==> src/rtl/lcd_seq_pkg.sv <==
package lcd_seq_pkg;

   typedef enum logic [1:0] {
      WAIT_SHORT  = 2'd0,
      WAIT_LONG   = 2'd1,
      WAIT_SCROLL = 2'd2
   } wait_sel_t;

   typedef struct packed {
      logic      is_char;
      logic [7:0] code;
      wait_sel_t wait_sel;
   } seq_step_t;

   localparam logic [7:0] OP_CONFIG   = 8'h38;
   localparam logic [7:0] OP_SHOW     = 8'h0C;
   localparam logic [7:0] OP_ENTRY    = 8'h06;
   localparam logic [7:0] OP_WIPE     = 8'h01;
   localparam logic [7:0] OP_ROW_TOP  = 8'h80;
   localparam logic [7:0] OP_ROW_LOW  = 8'hC0;
   localparam logic [7:0] OP_SLIDE_L  = 8'h18;

   localparam int TOP_LEN = 16;
   localparam int LOW_LEN = 2;
   localparam logic [8*TOP_LEN-1:0] TOP_TEXT = "FPGAs are fun!!!";
   localparam logic [8*LOW_LEN-1:0] LOW_TEXT = "--";

   // step layout: 4 setup commands, top cursor, top text, low cursor, low text
   localparam int TOP_CUR  = 4;
   localparam int TOP_BASE = TOP_CUR + 1;
   localparam int LOW_CUR  = TOP_BASE + TOP_LEN;
   localparam int LOW_BASE = LOW_CUR + 1;
   localparam int N_STEPS  = LOW_BASE + LOW_LEN;

   function automatic int max3(input int a, input int b, input int c);
      int m;
      m = (a > b) ? a : b;
      return (m > c) ? m : c;
   endfunction

endpackage

==> src/rtl/lcd_script_rom.sv <==
module lcd_script_rom
   import lcd_seq_pkg::*;
#(
   parameter int IDX_W = 5
) (
   input  logic [IDX_W-1:0] idx,
   output seq_step_t        step
);

   always_comb begin
      int i;
      i = int'(idx);
      step = '{is_char: 1'b0, code: OP_SLIDE_L, wait_sel: WAIT_SCROLL};
      if (i == 0)
         step = '{is_char: 1'b0, code: OP_CONFIG, wait_sel: WAIT_SHORT};
      else if (i == 1)
         step = '{is_char: 1'b0, code: OP_SHOW, wait_sel: WAIT_SHORT};
      else if (i == 2)
         step = '{is_char: 1'b0, code: OP_ENTRY, wait_sel: WAIT_SHORT};
      else if (i == 3)
         step = '{is_char: 1'b0, code: OP_WIPE, wait_sel: WAIT_LONG};
      else if (i == TOP_CUR)
         step = '{is_char: 1'b0, code: OP_ROW_TOP, wait_sel: WAIT_SHORT};
      else if (i >= TOP_BASE && i < LOW_CUR)
         step = '{is_char: 1'b1,
                  code: TOP_TEXT[8*(TOP_LEN-1-(i-TOP_BASE)) +: 8],
                  wait_sel: WAIT_SHORT};
      else if (i == LOW_CUR)
         step = '{is_char: 1'b0, code: OP_ROW_LOW, wait_sel: WAIT_SHORT};
      else if (i >= LOW_BASE && i < N_STEPS)
         step = '{is_char: 1'b1,
                  code: LOW_TEXT[8*(LOW_LEN-1-(i-LOW_BASE)) +: 8],
                  wait_sel: WAIT_SHORT};
   end

endmodule

==> src/rtl/lcd_byte_writer.sv <==
module lcd_byte_writer
   import lcd_seq_pkg::*;
#(
   parameter int SETUP_CYC  = 2,
   parameter int PULSE_CYC  = 12,
   parameter int HOLD_CYC   = 2,
   parameter int SHORT_CYC  = 2000,
   parameter int LONG_CYC   = 82000,
   parameter int SCROLL_CYC = 15000000
) (
   input  logic      clk,
   input  logic      rst,
   input  logic      start,
   input  seq_step_t step_in,
   output logic      busy,
   output logic [7:0] data_o,
   output logic      strobe_o,
   output logic      is_char_o
);

   localparam int CNT_MAX = max3(max3(SETUP_CYC, PULSE_CYC, HOLD_CYC),
                                 max3(SHORT_CYC, LONG_CYC, SCROLL_CYC), 1);
   localparam int CW = $clog2(CNT_MAX + 1);

   typedef enum logic [2:0] {
      PH_IDLE, PH_SETUP, PH_PULSE, PH_HOLD, PH_SETTLE
   } phase_t;

   phase_t      phase;
   logic [CW-1:0] cnt;
   wait_sel_t   wait_q;
   logic [CW-1:0] settle_load;

   always_comb begin
      unique case (wait_q)
         WAIT_LONG:   settle_load = CW'(LONG_CYC - 1);
         WAIT_SCROLL: settle_load = CW'(SCROLL_CYC - 1);
         default:     settle_load = CW'(SHORT_CYC - 1);
      endcase
   end

   always_ff @(posedge clk) begin
      if (rst) begin
         phase     <= PH_IDLE;
         cnt       <= '0;
         wait_q    <= WAIT_SHORT;
         data_o    <= '0;
         is_char_o <= 1'b0;
         strobe_o  <= 1'b0;
      end else begin
         unique case (phase)
            PH_IDLE: if (start) begin
               data_o    <= step_in.code;
               is_char_o <= step_in.is_char;
               wait_q    <= step_in.wait_sel;
               cnt       <= CW'(SETUP_CYC - 1);
               phase     <= PH_SETUP;
            end
            PH_SETUP: if (cnt == '0) begin
               strobe_o <= 1'b1;
               cnt      <= CW'(PULSE_CYC - 1);
               phase    <= PH_PULSE;
            end else cnt <= cnt - 1'b1;
            PH_PULSE: if (cnt == '0) begin
               strobe_o <= 1'b0;
               cnt      <= CW'(HOLD_CYC - 1);
               phase    <= PH_HOLD;
            end else cnt <= cnt - 1'b1;
            PH_HOLD: if (cnt == '0) begin
               cnt   <= settle_load;
               phase <= PH_SETTLE;
            end else cnt <= cnt - 1'b1;
            PH_SETTLE: if (cnt == '0) phase <= PH_IDLE;
                       else cnt <= cnt - 1'b1;
            default: phase <= PH_IDLE;
         endcase
      end
   end

   assign busy = (phase != PH_IDLE);

endmodule

==> src/rtl/char_lcd_sequencer.sv <==
module char_lcd_sequencer
   import lcd_seq_pkg::*;
#(
   parameter int POWERUP_CYC = 750000,
   parameter int SETUP_CYC   = 2,
   parameter int PULSE_CYC   = 12,
   parameter int HOLD_CYC    = 2,
   parameter int SHORT_CYC   = 2000,
   parameter int LONG_CYC    = 82000,
   parameter int SCROLL_CYC  = 15000000
) (
   input  logic       clk,
   input  logic       rst,
   output logic [7:0] bus_data,
   output logic       bus_strobe,
   output logic       bus_is_char,
   output logic       msg_done
);

   localparam int IDX_W = $clog2(N_STEPS + 1);
   localparam int PW    = $clog2(POWERUP_CYC + 1);

   if (POWERUP_CYC < 1 || SETUP_CYC < 1 || PULSE_CYC < 1 || HOLD_CYC < 1) begin : g_bad_strobe
      $error("char_lcd_sequencer: strobe and power-up counts must be at least 1");
   end
   if (SHORT_CYC < 1 || LONG_CYC < SHORT_CYC || SCROLL_CYC < 1) begin : g_bad_wait
      $error("char_lcd_sequencer: waits must be positive and LONG_CYC >= SHORT_CYC");
   end

   logic [PW-1:0]    pwr_cnt;
   logic             pwr_done;
   logic [IDX_W-1:0] idx;
   logic             busy;
   logic             start;
   seq_step_t        step;

   always_ff @(posedge clk) begin
      if (rst) begin
         pwr_cnt  <= '0;
         pwr_done <= 1'b0;
      end else if (!pwr_done) begin
         pwr_cnt  <= pwr_cnt + 1'b1;
         pwr_done <= (pwr_cnt == PW'(POWERUP_CYC - 1));
      end
   end

   assign start = pwr_done && !busy;

   always_ff @(posedge clk) begin
      if (rst) begin
         idx      <= '0;
         msg_done <= 1'b0;
      end else if (start) begin
         if (idx != IDX_W'(N_STEPS)) idx <= idx + 1'b1;
         else                        msg_done <= 1'b1;
      end
   end

   lcd_script_rom #(.IDX_W(IDX_W)) u_rom (
      .idx  (idx),
      .step (step)
   );

   lcd_byte_writer #(
      .SETUP_CYC (SETUP_CYC),
      .PULSE_CYC (PULSE_CYC),
      .HOLD_CYC  (HOLD_CYC),
      .SHORT_CYC (SHORT_CYC),
      .LONG_CYC  (LONG_CYC),
      .SCROLL_CYC(SCROLL_CYC)
   ) u_writer (
      .clk      (clk),
      .rst      (rst),
      .start    (start),
      .step_in  (step),
      .busy     (busy),
      .data_o   (bus_data),
      .strobe_o (bus_strobe),
      .is_char_o(bus_is_char)
   );

endmodule

==> config.mk <==
export PLATFORM = sky130hd
export DESIGN_NAME = char_lcd_sequencer
export DESIGN_NICKNAME = d
export VERILOG_FILES = /design/src/rtl/lcd_seq_pkg.sv /design/src/rtl/lcd_script_rom.sv /design/src/rtl/lcd_byte_writer.sv /design/src/rtl/char_lcd_sequencer.sv
export SDC_FILE = /design/constraint.sdc
export NUM_CORES = 1
export LEC_CHECK = 0
export BUFFER_PORTS_ARGS = -buffer_cell sky130_fd_sc_hd__buf_2
export CELL_PAD_IN_SITES_DETAIL_PLACEMENT = 0
export CELL_PAD_IN_SITES_GLOBAL_PLACEMENT = 1
export CORE_ASPECT_RATIO = 0.5
export CORE_UTILIZATION = 51
export DETAILED_ROUTE_END_ITERATION = 8
export GPL_ROUTABILITY_DRIVEN = 0
export PLACE_DENSITY = 0.93
export SLEW_MARGIN = 20
export SYNTH_ARGS = -nofsm -noshare
export SYNTH_HDL_FRONTEND = slang
export SYNTH_SLANG_ARGS = --single-unit
==> constraint.sdc <==
create_clock -name clk -period 4.8 [get_ports clk]
set_input_delay 0.72 -clock clk [delete_from_list [all_inputs] [get_ports clk]]
set_output_delay 0.72 -clock clk [all_outputs]
set_load 0.01 [all_outputs]
==> flow_summary.ini <==
[run]
drv_cap = 0

[final_layout]
diodes = 0
drive_gt1_share_pct = 8.82
area_delta_synth_final_pct = 9.43
fin_area_um2 = 4530
final_cell_mix = dfxtp_1 (66), nor2_1 (64), nand2_1 (38), o21ai_0 (36), a21oi_1 (30)
layoutNonFillerInstCount = 641
final_net_count = 541
layout_commonest_cell = dfxtp_1
fin_util_pct = 59.7

[route]
dr_total_vias = 3842
drt-total-wl_mm = 9.99
viasPerCell = 5.99
ant_nets = 0
dr.pass1.iters = 5
drtIter0Drc = 343
avgRoutedWirePerCell_um = 15.6
drc_errors = 0

[synth]
syn_avg_cell_area_um2 = 7.76
yosysSeqAreaShare_pct = 31.9
synth_fp_nets = 547
synth.distinct_cells = 61
synth_edf_count = 0
syn_inst = 534
synth-seq-cells = 66
yosys_warnings = 0
ys_async_sr_fraction_pct = 0
ys.flop_type = dfxtp_1
synth_area_um2 = 4140

[power_and_ir_drop]
power_density_nw_per_um2 = 339
vdd_drop_max_v = 0.000176
p_leak_nw = 1.83
total_power_mw = 1.54

[die]
die_w_um = 129
dieArea_um2 = 8510
ios = 13
core_um2 = 7600
start_util_pct = 54.5
num_rows = 22
die_y_um = 65.7

[worst_setup_path]
cp.required_ps = 5070
cp-endpoint = u_writer.cnt[13]
startpoint_type = flop
path_cells = nor4_1 > nand4_1 > o21a_1 > nor3_1 > buf_4 > o21bai_1 > a21o_1
r2r_end = u_writer.cnt[13]
crit_start = u_writer.cnt[19]
max_stage_delay_ps = 530
cp_slowest_cell = o21a_1
ff2ff_path_depth = 7
worst_ep_arrival_time_ps = 3150
path_class = flop to flop
regToRegStartpoint = u_writer.cnt[19]
cp_max_fo = 15
r2r_setup_slack_ps = 1920
crit_path_end_kind = flop

[cts]
clock_latency_ps = 330
cts_buffer_depth = 2
post_cts_buffers = 0
clock_sinks = 66
cts_max_level = 3
clockRootBuffer = clkbuf_16
cts_tree = done
clkTransAtPathRegs_ps = 60
cts_buffers = 9
hold_buffers = 0
cts-resized-gates = 0

[sta]
period_share_pct = 60.0
hold_viol = 0
final.setup.worst_slack_ps = 1920
rsz0062_at_grt = no
fin_setup_tns_ps = 0
fin_crit_ps = 2880
fin_skew_ps = 6.82
worstMarginPinSlew_ps = 705
whs_ps = 452
slew_headroom_pct = 52.6
finalMaxSlewViolations = 0
setup_viol_count_final = 0
fmax_ghz = 0.348

[global_route]
grt_pass1_vias = 3449
grt_max_degree = 53
gr-usage-all-layers_pct = 25.3
gr-total-overflow = 0
antenna_found_initial = 0
grt_pass1_wl_mm = 16.8

[worst_hold_path]
hold_path.class = flop to flop
min-delay-start = u_writer.data_o[6]

[place]
place_area_um2 = 4240
dp_hpwl_mm = 6.83
port_buffers = 12
placedCellCount = 625
dp_slack_ps = 2030

[run_status]
outcome = finished clean
## sequential cells by signal (all words and copies together) (netlist names)
signal              count
u_writer.strobe_o       1
u_writer.is_char_o      1
pwr_cnt                20
u_writer.data_o         8
idx                     5
pwr_done                1
u_writer.cnt           24
u_writer.phase          3
u_writer.wait_q         2
msg_done                1
## synth_stat cells, types with 8 or more instances
cell | instances | share of area, %
dfxtp_1 | 66 | 32
nor2_1 | 64 | 5.8
nand2_1 | 38 | 3.4
o21ai_0 | 36 | 4.4
a21oi_1 | 30 | 3.6
clkbuf_1 | 24 | 2.2
xor2_1 | 22 | 4.7
nor3_1 | 21 | 2.5
nand3_1 | 16 | 1.9
nor4_1 | 15 | 2.3
inv_1 | 13 | 1.2
ha_1 | 11 | 3.3
or3_1 | 11 | 1.7
a21o_1 | 9 | 1.6
xnor2_1 | 9 | 1.9
a31oi_1 | 8 | 1.2
and3_1 | 8 | 1.2
buf_2 | 8 | 0.97
## report_power, final
group	switching, mW	internal, mW
combinational	0.212	0.113
clock	0.245	0.402
sequential	0.00895	0.556
## worst max-delay path, delay by kind of cell, from the launching register on
family / cells / cell delay (ps)
flip-flops: 1 / 360
buffers and inverters: 1 / 260
AO/OA/AOI/OAI: 3 / 780
AND/OR/NAND/NOR: 3 / 1420
## logic make-up after synthesis
group	after synthesis	share of synthesized area, %
AOI/OAI and AO/OA	147	23.5
xor gates and xnor gates	31	6.56
adders and majority gates	11	3.32
buffers and inverters	47	4.68
DFF	66	31.9
muxes	5	1.24
and+or+nand+nor	227	28.8
## worst min-delay path by stage
stage                    endpoint  depth (start not counted)  slack (ps)
2_1_floorplan    u_writer.cnt[13]                          1         430
3_3_place_gp     u_writer.cnt[13]                          1         440
3_5_place_dp   u_writer.data_o[6]                          2         450
4_1_cts        u_writer.data_o[6]                          2         460
5_1_grt        u_writer.data_o[6]                          2         480
6_report       u_writer.data_o[6]                          2         450
## layout make-up
cell class                 count  area [um2]
inverter                      13        48.8
fill                         739        3070
clock inverter                 6        67.6
tap                          108         135
multi-input combinational    421        2630
timing repair buffer          17        97.6
sequential                    66        1320
clock buffer                  10         229
## per-layer routing
layer	global-route usage, %	wire, um	vias up	share of wire [%]
met3	5.94	592	15	5.9
li1	-	-	1936	-
met1	34.8	4910	1769	49
met4	5.96	102	0	1.0
met2	40.0	4390	122	44
met5	0	0	-	0
Power figures use the tool's default switching activity.
